$ cat config.mk
export PLATFORM = sky130hd
export DESIGN_NAME = rpc_power_ctrl
export DESIGN_NICKNAME = d
export VERILOG_FILES = /design/src/rtl/rpc_pkg.sv /design/src/rtl/rpc_use_counters.sv /design/src/rtl/rpc_reg_slot.sv /design/src/rtl/rpc_power_ctrl.sv
export SDC_FILE = /design/constraint.sdc
export NUM_CORES = 1
export LEC_CHECK = 0
export ABC_AREA = 1
export BUFFER_PORTS_ARGS = -buffer_cell sky130_fd_sc_hd__buf_4
export CORE_ASPECT_RATIO = 2
export CORE_MARGIN = 5
export CORE_UTILIZATION = 35
export CTS_CLUSTER_DIAMETER = 50
export CTS_CLUSTER_SIZE = 12
export DETAILED_ROUTE_END_ITERATION = 10
export GPL_TIMING_DRIVEN = 0
export HOLD_SLACK_MARGIN = 0.08
export PLACE_DENSITY = 0.6
export SYNTH_ARGS = -nofsm -noshare
export SYNTH_HDL_FRONTEND = slang
export SYNTH_HIERARCHICAL = 1
export SYNTH_SLANG_ARGS = --single-unit
$ cat constraint.sdc
create_clock -name clk_i -period 2.85 [get_ports clk_i]
set_input_delay 0.4275 -clock clk_i [delete_from_list [all_inputs] [get_ports clk_i]]
set_output_delay 0.4275 -clock clk_i [all_outputs]
set_load 0.005 [all_outputs]
$ cat src/rtl/rpc_pkg.sv
package rpc_pkg;

    // Supply code per register; the encoding is visible on pstate_o
    typedef enum logic [1:0] {
        PS_ACTIVE = 2'b00,
        PS_DROWSY = 2'b01,
        PS_OFF    = 2'b10,
        PS_WAKING = 2'b11
    } pstate_e;

endpackage

$ cat src/rtl/rpc_use_counters.sv
module rpc_use_counters #(
    parameter int ROB_DEPTH = 16,
    parameter int CNT_W     = 3,
    localparam int IW       = (ROB_DEPTH > 1) ? $clog2(ROB_DEPTH) : 1
) (
    input  logic             clk_i,
    input  logic             rst_ni,
    input  logic             clr_a_vld_i,
    input  logic [IW-1:0]    clr_a_idx_i,
    input  logic             clr_b_vld_i,
    input  logic [IW-1:0]    clr_b_idx_i,
    input  logic             inc_vld_i,
    input  logic [IW-1:0]    inc_idx_i,
    input  logic [IW-1:0]    rd_idx_i,
    output logic [CNT_W-1:0] rd_cnt_o
);
    localparam logic [CNT_W-1:0] CNT_MAX = '1;

    typedef struct packed {
        logic [ROB_DEPTH-1:0][CNT_W-1:0] cnt;
    } ctr_t;

    ctr_t ctr_d, ctr_q;

    always_comb begin
        ctr_d = ctr_q;
        for (int e = 0; e < ROB_DEPTH; e++) begin
            if ((clr_a_vld_i && clr_a_idx_i == IW'(e)) ||
                (clr_b_vld_i && clr_b_idx_i == IW'(e))) begin
                ctr_d.cnt[e] = '0;
            end else if (inc_vld_i && inc_idx_i == IW'(e) && ctr_q.cnt[e] != CNT_MAX) begin
                ctr_d.cnt[e] = ctr_q.cnt[e] + 1'b1;
            end
        end
    end

    always_ff @(posedge clk_i) begin
        if (!rst_ni) ctr_q <= '0;
        else         ctr_q <= ctr_d;
    end

    assign rd_cnt_o = ctr_q.cnt[rd_idx_i];

endmodule

$ cat src/rtl/rpc_reg_slot.sv
module rpc_reg_slot
    import rpc_pkg::*;
#(
    parameter int WAKE_CYC = 4,
    localparam int WC_W    = (WAKE_CYC > 1) ? $clog2(WAKE_CYC) : 1
) (
    input  logic    clk_i,
    input  logic    rst_ni,
    input  logic    wake_any_i,     // may also wake an off register
    input  logic    wake_live_i,    // wakes only a register that still holds data
    input  logic    sleep_drowsy_i,
    input  logic    sleep_off_i,
    output pstate_e state_o
);
    typedef struct packed {
        pstate_e          st;
        logic [WC_W-1:0]  wc;
    } slot_t;

    slot_t slot_d, slot_q;
    slot_t adv;
    logic  woke;

    always_comb begin
        // Natural progression of an ongoing wake
        adv = slot_q;
        if (slot_q.st == PS_WAKING) begin
            if (slot_q.wc == '0) adv.st = PS_ACTIVE;
            else                 adv.wc = slot_q.wc - 1'b1;
        end

        woke   = wake_any_i || (wake_live_i && slot_q.st != PS_OFF);
        slot_d = adv;
        if (woke) begin
            if (slot_q.st == PS_DROWSY || slot_q.st == PS_OFF) begin
                slot_d.st = PS_WAKING;
                slot_d.wc = WC_W'(WAKE_CYC - 1);
            end
        end else if (sleep_off_i) begin
            slot_d.st = PS_OFF;
            slot_d.wc = '0;
        end else if (sleep_drowsy_i && slot_q.st != PS_OFF) begin
            slot_d.st = PS_DROWSY;
            slot_d.wc = '0;
        end
    end

    always_ff @(posedge clk_i) begin
        if (!rst_ni) slot_q <= '{st: PS_ACTIVE, wc: '0};
        else         slot_q <= slot_d;
    end

    assign state_o = slot_q.st;

endmodule

$ cat src/rtl/rpc_power_ctrl.sv
module rpc_power_ctrl
    import rpc_pkg::*;
#(
    parameter int NUM_REGS   = 32,
    parameter int ROB_DEPTH  = 16,
    parameter int WAKE_CYC   = 4,
    parameter int CNT_W      = 3,
    parameter int SELDOM_THR = 3,
    localparam int RW        = (NUM_REGS > 1) ? $clog2(NUM_REGS) : 1,
    localparam int BW        = (ROB_DEPTH > 1) ? $clog2(ROB_DEPTH) : 1
) (
    input  logic                  clk_i,
    input  logic                  rst_ni,
    input  logic                  alloc_vld_i,
    input  logic [RW-1:0]         alloc_reg_i,
    input  logic [BW-1:0]         alloc_rob_i,
    input  logic                  issue_vld_i,
    input  logic [RW-1:0]         issue_reg_i,
    input  logic                  read_vld_i,
    input  logic [RW-1:0]         read_reg_i,
    input  logic [BW-1:0]         read_rob_i,
    input  logic                  prewake_vld_i,
    input  logic [RW-1:0]         prewake_reg_i,
    input  logic                  commit_vld_i,
    input  logic [RW-1:0]         commit_reg_i,
    input  logic [BW-1:0]         commit_rob_i,
    output logic [2*NUM_REGS-1:0] pstate_o,
    output logic                  stall_o,
    output logic                  rd_err_o
);
    localparam logic [CNT_W-1:0] THR = CNT_W'(SELDOM_THR);

    pstate_e          reg_st [NUM_REGS];
    pstate_e          read_st;
    logic             read_ok;
    logic             seldom;
    logic [CNT_W-1:0] commit_cnt;

    assign read_st  = reg_st[read_reg_i];
    assign read_ok  = read_vld_i && (read_st == PS_ACTIVE);
    assign stall_o  = read_vld_i && (read_st == PS_DROWSY || read_st == PS_WAKING);
    assign rd_err_o = read_vld_i && (read_st == PS_OFF);
    assign seldom   = (commit_cnt >= THR);

    rpc_use_counters #(
        .ROB_DEPTH (ROB_DEPTH),
        .CNT_W     (CNT_W)
    ) u_counts (
        .clk_i       (clk_i),
        .rst_ni      (rst_ni),
        .clr_a_vld_i (alloc_vld_i),
        .clr_a_idx_i (alloc_rob_i),
        .clr_b_vld_i (commit_vld_i),
        .clr_b_idx_i (commit_rob_i),
        .inc_vld_i   (read_ok),
        .inc_idx_i   (read_rob_i),
        .rd_idx_i    (commit_rob_i),
        .rd_cnt_o    (commit_cnt)
    );

    for (genvar r = 0; r < NUM_REGS; r++) begin : g_slot
        logic hit_alloc, hit_issue, hit_read, hit_hint, hit_commit;

        assign hit_alloc  = alloc_vld_i   && alloc_reg_i   == RW'(r);
        assign hit_issue  = issue_vld_i   && issue_reg_i   == RW'(r);
        assign hit_read   = read_vld_i    && read_reg_i    == RW'(r);
        assign hit_hint   = prewake_vld_i && prewake_reg_i == RW'(r);
        assign hit_commit = commit_vld_i  && commit_reg_i  == RW'(r);

        rpc_reg_slot #(
            .WAKE_CYC (WAKE_CYC)
        ) u_slot (
            .clk_i          (clk_i),
            .rst_ni         (rst_ni),
            .wake_any_i     (hit_alloc),
            .wake_live_i    (hit_hint || hit_read || (hit_commit && !seldom)),
            .sleep_drowsy_i (hit_issue),
            .sleep_off_i    (hit_commit && seldom),
            .state_o        (reg_st[r])
        );

        assign pstate_o[2*r +: 2] = reg_st[r];
    end

endmodule

-- Yosys cells after proc, flatten, opt, wreduce, memory -nomap -nowiden
Cells that the tools add are included.
- add/subtract/negate cells: 48
- magnitude comparators: 3
- multiplexer cells: 229
- eq/ne operators: 347
- bitwise operators: 2
- reduce and logical (&&, ||, !) cells: 558
- operators by type and width (operator ; number):
    $mux 4 ; 160
    $eq 5x5->1 const B ; 80
    $logic_and 1x1->1 ; 355
    $eq 5x4->1 const B ; 40
    $logic_or 1x1->1 ; 145
    $eq 2x2->1 const B ; 66
    $mux 2 ; 66
    $eq 5x3->1 const B ; 20
    $eq 4x4->1 const B ; 24
    $eq 2x1->1 const B ; 33
    $logic_not 2->1 ; 33
    $ne 2x2->1 const B ; 32
    $sub 2x1->2 const B ; 32
    $eq 5x2->1 const B ; 10
    $add 3x1->3 const B ; 16
    $eq 4x3->1 const B ; 12
    $ne 3x3->1 const B ; 16
    $reduce_or 2->1 ; 16
    $eq 5x1->1 const B ; 5
    $logic_not 5->1 ; 5
    $eq 4x2->1 const B ; 6
    $bmux 3 s4 ; 1
    $eq 4x1->1 const B ; 3
    $logic_not 4->1 ; 3
    8 further kinds ; 8
- output and inout bits: 66
- register bits: 176
- input port bits: 44

-- Depth between registers and ports, before layout
Gate-level depths: netlist (run 1).
- depth in word-level cells: 9
- mapped depth: 21
- mapped depth without buffers: 19

-- Modules after synthesis
Netlist (run 1), hierarchy kept.
- modules (own cells, without submodules) (module ; seq. area each (um2) ; times used ; area an instance (um2) ; cells an instance):
    rpc_reg_slot ; 80.1 ; 32 ; 304.0 ; 43
    rpc_use_counters ; 960.9 ; 1 ; 3184.3 ; 497
    rpc_power_ctrl ; 0.0 ; 1 ; 2466.1 ; 584

-- Worst setup path after synthesis (run 1)
Ideal clock, no wire load.
- path kind: input to register
- start: in commit_rob_i[0]
- end: reg g_slot[22].u_slot/slot_q[0] (netlist bit)
- setup slack: 503 ps
- setup time: 118 ps
- arrival: 2229 ps
- stages on the path: 13
- required time: 2732 ps
- cells stage by stage: buf_2 -> buf_4 -> nand2_1 -> nand3_1 -> nand3_1 -> nand3_1 -> nand2_1 -> a21oi_2 -> clkbuf_1 -> nor4_1 -> nor2_1 -> o21ai_1 -> nor2_1
- word-level cells in the longest chain between the ends: 9
- elaborated cells between the ends (all ways): 11
- RTL lines (element ; RTL line ; text):
    start: declaration ; rpc_power_ctrl.sv:26 ; input logic [BW-1:0] commit_rob_i,
    $bmux 3 s4 (*) ; rpc_use_counters.sv:42 ; assign rd_cnt_o = ctr_q.cnt[rd_idx_i];
    $mux 3 (implied by the code) (*) ; rpc_use_counters.sv:42 ;
    net commit_cnt[1] ; rpc_power_ctrl.sv:37 ; logic [CNT_W-1:0] commit_cnt;
    $ge 3x2->1 (*) ; rpc_power_ctrl.sv:43 ; assign seldom = (commit_cnt >= THR);
    $logic_not 1->1 ; rpc_power_ctrl.sv:76 ; .wake_live_i (hit_hint || hit_read || (hit_commit && !seldom)),
    $logic_and 1x1->1 ; rpc_power_ctrl.sv:76 ;
    $logic_or 1x1->1 ; rpc_power_ctrl.sv:76 ;
    $logic_and 1x1->1 ; rpc_reg_slot.sv:32 ; woke = wake_any_i || (wake_live_i && slot_q.st != PS_OFF);
    $logic_or 1x1->1 ; rpc_reg_slot.sv:32 ;
    $mux 4 (*) ; rpc_reg_slot.sv:34 ; if (woke) begin
    end signal: assignment ; rpc_reg_slot.sv:49 ; if (!rst_ni) slot_q <= '{st: PS_ACTIVE, wc: '0};
    end signal: assignment ; rpc_reg_slot.sv:50 ; else slot_q <= slot_d;
    end: declaration ; rpc_reg_slot.sv:20 ; slot_t slot_d, slot_q;
Mark *: on every way through the listed nets, which the timed path passes. The rest lies on a longest branch. The select of a mux whose other input is x is not followed.
A chain may end at the register's enable or synchronous reset.

-- Worst setup path after layout (run 1)
- start: reg u_counts/ctr_q[6] (netlist bit)
- end: reg g_slot[22].u_slot/slot_q[0] (netlist bit)
- word-level cells in the longest chain between the ends: 9
- elaborated cells between the ends (all ways): 11
- RTL lines (element ; RTL line ; text):
    start: declaration ; rpc_use_counters.sv:23 ; ctr_t ctr_d, ctr_q;
    start signal: assignment ; rpc_use_counters.sv:39 ; else ctr_q <= ctr_d;
    $bmux 3 s4 (*) ; rpc_use_counters.sv:42 ;
    $mux 3 (implied by the code) (*) ; rpc_use_counters.sv:42 ;
    net commit_cnt[0] ; rpc_power_ctrl.sv:37 ;
    $ge 3x2->1 (*) ; rpc_power_ctrl.sv:43 ;
    $logic_not 1->1 ; rpc_power_ctrl.sv:76 ;
    $logic_and 1x1->1 ; rpc_power_ctrl.sv:76 ;
    $logic_or 1x1->1 ; rpc_power_ctrl.sv:76 ;
    $logic_and 1x1->1 ; rpc_reg_slot.sv:32 ;
    $logic_or 1x1->1 ; rpc_reg_slot.sv:32 ;
    $mux 4 (*) ; rpc_reg_slot.sv:34 ;
Marks and branches as above.

==> results.cfg, run 1 <==
[clocking]
htreeDepth = 4
clock_sinks = 176
post-cts-setup-buffer-count = 0
clockBufferDepth = 2
cts_resized = 7
ctsHoldBuffers = 0
cts_tree = built
clockRootBuffer = clkbuf_16
cts_made_buffers = 17
path_clk_slew_ns = 0.08
insertion_delay_ns = 0.46

[floorplan]
fp.dieW_um = 158
start_util_pct = 35.3
rows = 108
core_area_um2 = 43500
io_pins = 110
die_h_um = 306
die_area_um2 = 48500

[grt]
grt_pass1_vias = 15600
antenna_found_initial = 0
grt_start_max_net_pins = 104
grt_first_pass_wirelength_um = 85200
overflow = 0
grt_usage_pct = 23.2

[yosys]
ys_seq_area_share_pct = 22.9
ys_ff_latch = 176
synthCells = 2457
synth_area_leaders = dfxtp_1, nand2_1, ha_1
syn_nets = 2597
synth.avg_cell_area_um2 = 6.26
syn_area_um2 = 15400
yosys.area.top_type_share_pct = 22.9
ys.warnings.count = 6
synth_cell_types = 28
synth_area_leader_cell = dfxtp_1

[setup_path]
reg2reg_depth = 12
r2r-start = u_counts/ctr_q[6]
r2r_slack_ns = 0.03
critical_path_arrival_ns = 3.16
r2r_end = g_slot[22].u_slot/slot_q[0]
cp-startpoint = u_counts/ctr_q[6]
path_max_fanout = 10
required_ns = 3.19
worst-setup-path-type = reg -> reg
critPathCaptureType = flop
cp-start-kind = flop

[sta]
finalSetupViolations = 0
tightestPinTransition_ns = 1.16
hold_viol = 0
timing.fmax_mhz = 355
maxSlewViolCount = 0
timing.final.crit_share_pct = 99.0
slew_headroom_pct = 22.7
fin_crit_ns = 2.82
rsz0062_at_grt = yes
finClkSkew_ns = 0.0176

[final_layout]
final_nets = 2723
nFillCells = 4724
area_growth_pct = 14.2
drive_gt1_share_pct = 25.8
fin_area_um2 = 17600
n_antenna_cell = 0
utilization_pct = 40.4

[job]
drv_cap = 0

[min_path]
whs_path_depth = 4
min_to = u_counts/ctr_q[35]
min_path_type = in -> reg
worstHoldStart = read_rob_i[2]

[detailed_routing]
route.detailed.wl_per_inst_um = 18.1
wirelength_um = 56900
drtIter0Drc = 942
vias = 15700
dr.pass1.iters = 7
drc = 0
via_per_inst = 4.99
ant_nets = 0

[placement]
post_dp_cell_area_um2 = 16900
port_buffers = 107
place_hpwl_um = 46500
place_congestion = 1.02

[power]
p_leak_nw = 8.39
ir_drop_v = 0.000340
p_per_area_nw_per_um2 = 344

[run_status]
run_status = completed
## registers in the layout (all words and copies together) (netlist names)
name	flops
g_slot.u_slot/slot_q	64
u_counts/ctr_q	48
g_slot.u_slot/state_o	64
## power by group
group | internal (W) | leakage, nW | switching [W]
Clock | 0.00141 | 0.300 | 0.00115
Sequential | 0.00248 | 1.42 | 0.0000210
Combinational | 0.000269 | 6.67 | 0.000712
## worst max-delay path: stages (launching register included)
cell      delay, ns
dfxtp_1        0.37
inv_1          0.06
o21ai_0        0.20
nand2_1        0.08
nand3_1        0.10
nand3_1        0.07
nand2_1        0.11
a21oi_4        0.13
clkbuf_2       0.30
nor4_1         0.86
nor2_1         0.11
o21ai_1        0.21
nor2_1         0.08
## area by class of cell
type	count	area, µm²	area share, %
multi-input cells	1804	9830	56.0
repair buffers	107	803	4.57
clock buffers	17	425	2.42
flip-flops and latches	176	3520	20.1
clock inverters	15	194	1.10
plain buffers	104	688	3.92
well taps	550	688	3.92
inverters	373	1410	8.00
## worst max path at each step
stage,end,slack (ns),depth (start not counted)
after global routing,g_slot[22].u_slot/slot_q[0],-0.11,12
after floorplan,g_slot[22].u_slot/slot_q[0],0.50,13
final,g_slot[22].u_slot/slot_q[0],0.03,12
after CTS,g_slot[23].u_slot/slot_q[0],0.001,12
after global placement,g_slot[10].u_slot/state_o[1],-0.72,18
after detailed placement,g_slot[10].u_slot/state_o[1],-0.75,18
## cells in the final DEF, fill, tap and decap left out, types with 51 or more instances in the layout
cell and instances:
o21ai_0 51, nand3_1 214, ha_1 96, inv_2 132, nand2_1 635, nand2_4 65, nand2_2 131, buf_4 174
inv_1 238, a21oi_1 120, dfxtp_1 176, nor2_1 292
## through the flow
stage / std cells / setup TNS [ns] / setup WS, ns / total power (W) / hold slack [ns]
floorplan: 2457 / 0 / 0.503 / 0.00311 / 0.452
global placement: 3114 / -78.10 / -0.725 / 0.00350 / 0.463
detailed placement: 3114 / -80.70 / -0.754 / 0.00351 / 0.469
CTS: 3146 / 0 / 0.00126 / 0.00610 / 0.319
global route: 3146 / -1.08 / -0.108 / 0.00628 / 0.363
finish: 3146 / 0 / 0.0296 / 0.00604 / 0.348
## cells in the mapped netlist, drive strengths merged
library cell and count:
clkinv 2, nand4 12, clkbuf 25, inv 371
nand3 247, buf 79, and2 1, o21ai 84
ha 96, nor2 332, a21oi 153, or2 5
xor2 10, nor3 3, nand2 831, dfxtp 176
nor4 30
## metal layers
layer	vias up	GRT usage, %	share of wire [%]
met3	186	2.79	3.8
met5	-	0	0
li1	7881	-	-
met1	7178	22.7	35
met2	456	41.9	51
met4	0	19.8	10
## logic make-up (layout without fill, tap and decap cells)
| kind of cell | after synthesis | after routing | share of synthesized area (%) |
|---|---|---|---|
| xor+xnor | 10 | 10 | 0.569 |
| compound gates | 237 | 237 | 8.52 |
| fa+ha+maj | 96 | 96 | 7.81 |
| simple gates | 1461 | 1461 | 46.6 |
| flops | 176 | 176 | 22.9 |
| buf+inv | 477 | 616 | 13.6 |
Note: power is estimated with default switching activity, not from simulation.
==> run 2, diff against run 1 <==
Settings changed: SYNTH_HIERARCHICAL 1 to not set.
==> run 2 against run 1 <==
Cell count rose by 7.1%. Sequential share of layout area rose by 0.40 points. Core utilization rose by 0.093 points. Global-route usage rose by 2.9 points. Clock power fell by 5%. Non-clock buffer count rose by 22. Routed wire length rose by 12%. Maximum frequency fell by 0.40%. Clock-buffer cell count rose by 1. Sequential power rose by 6%.
==> results.cfg, run 2 <==
[yosys]
yosys_most_used_dff = dfxtp_1
ys_seq_area_share_pct = 23.5
synthCells = 2676
synth_cell_types = 26
synth.avg_cell_area_um2 = 5.61
syn_nets = 2816
ys_ff_latch = 176
yosys.area.top_type_share_pct = 23.5
ys.warnings.count = 0
synthTopCellsByCount = nand2_1, inv_1, nor2_1, nand3_1, a21oi_1
async_reset_ff_share_pct = 0
synth_area_leaders = dfxtp_1, nand2_1, inv_1
syn_area_um2 = 15000
synth.most_common_cell = nand2_1
synth_edf_count = 0
synth_area_leader_cell = dfxtp_1

[sta]
finClkSkew_ns = 0.0180
finalSetupViolations = 0
timing.final.crit_share_pct = 99.4
timing.fmax_mhz = 353
rsz0062_at_grt = yes
maxSlewViolCount = 0
slew_headroom_pct = 24.6
setup-tns-final_ns = 0
hold_viol = 0
fin_crit_ns = 2.83
tightestPinTransition_ns = 1.13

[placement]
place_congestion = 1.06
place_inst = 3329
post_dp_cell_area_um2 = 16500
port_buffers = 108
place_hpwl_um = 50800

[setup_path]
required_ns = 2.42
path_max_fanout = 10
critical_path_arrival_ns = 2.40
worst-setup-path-type = in -> out
reg2reg_depth = 15
cp-start-kind = primary input
critPathCaptureType = output port

[floorplan]
fp.dieW_um = 156
die_area_um2 = 47400
start_util_pct = 35.3
die_h_um = 303
core_area_um2 = 42600
io_pins = 110
rows = 107

[grt]
antenna_found_initial = 3
grt_pass1_vias = 16900
grt_start_max_net_pins = 17
overflow = 0
grt_first_pass_wirelength_um = 93900
grt_usage_pct = 26.1

[detailed_routing]
drc = 0
vias = 17800
wirelength_um = 63500
drtIter0Drc = 1162
ant_nets = 0
dr.pass1.iters = 8
route.detailed.wl_per_inst_um = 18.8
via_per_inst = 5.28

[power]
p_per_area_nw_per_um2 = 374
p_leak_nw = 9.37
ir_drop_v = 0.000477

[final_layout]
utilization_pct = 40.5
final_common_cell = nand2_1
nFillCells = 4764
multi_input_area_um2 = 9270
fin_cells = 3368
final_nets = 2949
fin_area_um2 = 17200
drive_gt1_share_pct = 9.07
seq_area_um2 = 3520
area_growth_pct = 14.7
most-common-layout-cells = nand2_1, inv_1, nor2_1

[clocking]
insertion_delay_ns = 0.48
path_clk_slew_ns = 0.07
clock_sinks = 176
ctsHoldBuffers = 0
clockRootBuffer = clkbuf_16
cts_made_buffers = 17
htreeDepth = 4
cts_tree = built
clockBufferDepth = 2

[min_path]
whs_path_depth = 5
min_path_type = in -> reg

[job]
drv_cap = 0

[run_status]
run_status = completed
## run 2: per-layer routing
metal	track usage (%)	vias up	share of wire [%]
met5	0	-	0.019
met1	23.6	8141	32
li1	-	8672	-
met4	20.9	2	9.5
met3	5.14	263	6.0
met2	49.2	699	52
## run 2: stage by stage
stage                     total power (W)  hold WS (ns)  setup WS, ns
final                             0.00644         0.499        0.0183
after global routing              0.00671         0.535       -0.0112
after CTS                         0.00648         0.477        0.0247
after detailed placement          0.00403         0.512        -0.569
after global placement            0.00400         0.506        -0.541
after floorplan                   0.00348         0.482         0.717
## run 2: worst paths after layout
check | start | to | slack (ns)
max | read_reg_i[0] | rd_err_o | 0.02
max reg2reg | g_slot[11].u_slot.state_o[0] | u_counts.ctr_q[27] | 0.19
min | alloc_rob_i[0] | u_counts.ctr_q[36] | 0.50
min reg2reg | u_counts.ctr_q[38] | u_counts.ctr_q[38] | 0.52
## run 2: final cells by class
type / instances / area share [%]
Timing Repair Buffer: 114 / 5.04
Clock buffer: 18 / 2.49
Tap cell: 545 / 3.96
Inverter: 401 / 8.75
Buffer: 119 / 4.61
Sequential cell: 176 / 20.5
Antenna cell: 2 / 0.0291
Multi-Input combinational cell: 1980 / 53.8
Clock inverter: 13 / 0.814
## run 2: where the power goes
part	leakage, nW	switching [W]	internal [W]
Clock	0.269	0.00113	0.00129
Combinational	7.67	0.000897	0.000484
Sequential	1.42	0.000110	0.00253
## run 2: cells by family (layout without fill, tap and decap cells)
kind of cell | after synthesis | after routing | share of synthesized area (%)
and+or+nand+nor | 1564 | 1564 | 42.3
DFF | 176 | 176 | 23.5
AOI/OAI and AO/OA | 320 | 320 | 11.2
adders and majority gates | 96 | 96 | 8.00
other | 0 | 2 | 0
buffers and inverters | 520 | 665 | 15.0
## run 2: worst max-delay path: stages
cell and delay [ns]:
buf_4 0.14, nand2_4 0.17, inv_2 0.12, buf_6 0.18
nand2_1 0.10, nand4_1 0.24, nand2_1 0.18, nand3_2 0.11
inv_1 0.09, nand2_1 0.08, nand2_4 0.14, buf_6 0.20
nor2_1 0.07, buf_4 0.14
## run 2: what timing repair did
action                     CTS  global route
pin swaps                    3             3
gates cloned                 0             0
setup endpoints to repair   13             2
setup buffers                2             4
resized for setup           18            10
==> run 3, diff against run 2 <==
Settings changed: CTS_CLUSTER_DIAMETER 50 to 100, RECOVER_POWER set to 50.
==> run 3 against run 2 <==
Via count shrank 0.11%. Sequential share of layout area is essentially flat. Setup slack worse by 0.017 ns. Sequential power barely moved. Clock power about the same. Register-to-register slack barely moved. Cell count stayed put. Routed wire length fell by 0.23%. Clock-buffer cell count unchanged. Critical path depth unchanged.
==> results.cfg, run 3 (synthesized netlist as in run 2, its figures left out) <==
[floorplan]
fp.dieW_um = 156
start_util_pct = 35.3
die_area_um2 = 47400
core_area_um2 = 42600
io_pins = 110
rows = 107
die_h_um = 303

[setup_path]
crit_path_top_delay_cell = nand4_1
critPathCaptureType = output port
cp_cell_sequence = buf_4 > nand2_4 > inv_2 > buf_6 > nand2_1 > nand4_1 > nand2_1 > nand3_2 > inv_1 > nand2_1 > nand2_4 > buf_6 > nor2_1 > buf_4
path_max_fanout = 10
worst-setup-path-type = in -> out
cp-start-kind = primary input
worst_path_most_repeated_cell = nand2_1
slowest_delay_ns = 0.24
critical_path_arrival_ns = 2.42
required_ns = 2.42

[clocking]
clockBufferDepth = 2
path_clk_slew_ns = 0.07
htreeDepth = 4
clock_sinks = 176
insertion_delay_ns = 0.48
cts_tree = built
clockRootBuffer = clkbuf_16
ctsHoldBuffers = 0
cts_made_buffers = 17

[sta]
setup_slack_ns = 0.000948
hold-worst-slack_ns = 0.498
setup-tns-final_ns = 0
hold_viol = 0
slew_headroom_pct = 24.2
finClkSkew_ns = 0.0180
timing.final.crit_share_pct = 100
fin_crit_ns = 2.85
finalSetupViolations = 0
rsz0062_at_grt = yes
maxSlewViolCount = 0
timing.fmax_mhz = 351
tightestPinTransition_ns = 1.14

[grt]
grt_pass1_vias = 16900
grt_usage_pct = 26.1
antenna_found_initial = 3
overflow = 0
grt_first_pass_wirelength_um = 93900
grt_start_max_net_pins = 17

[final_layout]
most-common-layout-cells = nand2_1, inv_1, nor2_1
drive_gt1_share_pct = 8.97
final_nets = 2949
final_common_cell = nand2_1
area_growth_pct = 14.7
fin_area_um2 = 17200
nFillCells = 4763
utilization_pct = 40.4
multi_input_area_um2 = 9270
seq_area_um2 = 3520

[min_path]
min_path_type = in -> reg

[detailed_routing]
ant_nets = 0
drtIter0Drc = 1227
via_per_inst = 5.27
drc = 0
wirelength_um = 63300
dr.pass1.iters = 6
vias = 17800
route.detailed.wl_per_inst_um = 18.8

[placement]
place_congestion = 1.06
place_hpwl_um = 50800
port_buffers = 108
pre_cts_ws_ns = -0.569
post_dp_cell_area_um2 = 16500

[run_status]
run_status = completed

[power]
p_per_area_nw_per_um2 = 374
p_leak_nw = 9.33
ir_drop_v = 0.000479

[job]
drv_cap = 0
## run 3: cell types whose count changed in the layout (fill, tap and decap cells not counted), sizes merged
cell / delta
buf: -53
clkbuf: +53
## run 3: worst paths after layout
check	depth (start not counted)	to	startpoint	slack [ns]
setup / recovery	14	rd_err_o	read_reg_i[0]	0.0009
hold / removal	5	u_counts.ctr_q[36]	alloc_rob_i[0]	0.50
setup reg to reg	15	u_counts.ctr_q[28]	g_slot[11].u_slot.state_o[0]	0.19
hold reg to reg	2	u_counts.ctr_q[38]	u_counts.ctr_q[38]	0.52
## run 3: per-layer routing
layer / routed length [µm] / GRT usage [%] / up-vias
met3: 4050 / 5.14 / 265
li1: - / - / 8673
met5: 12 / 0 / -
met4: 6000 / 20.9 / 2
met2: 33000 / 49.2 / 705
met1: 20200 / 23.6 / 8113
## run 3: worst max-delay path: cells and delay by family
kind,cells,cell delay (ns)
simple gates,8,1.10
buf+inv,6,0.87
## run 3: power breakdown
group / switching [W] / internal [W]
combinational: 0.000896 / 0.000479
clock: 0.00114 / 0.00129
sequential: 0.000109 / 0.00253
## run 3: final cells by class
type                       count  share of cell area (%)
multi-input combinational   1980                    53.9
sequential                   176                    20.5
timing repair buffer         114                    5.04
tap                          545                    3.96
inverter                     401                    8.76
buffer                       119                    4.56
antenna                        2                  0.0291
clock inverter                13                   0.814
clock buffer                  18                    2.49
## run 3: metrics by stage
stage                     total power [W]  instances
final                             0.00644       3368
after global routing              0.00670       3366
after CTS                         0.00648       3362
after detailed placement          0.00403       3329
after global placement            0.00400       3329
after floorplan                   0.00348       2676
## run 3: what timing repair did
item	CTS	global route
pin swaps	3	3
setup buffers	2	4
setup endpoints to repair	13	2
gates resized for setup	18	10
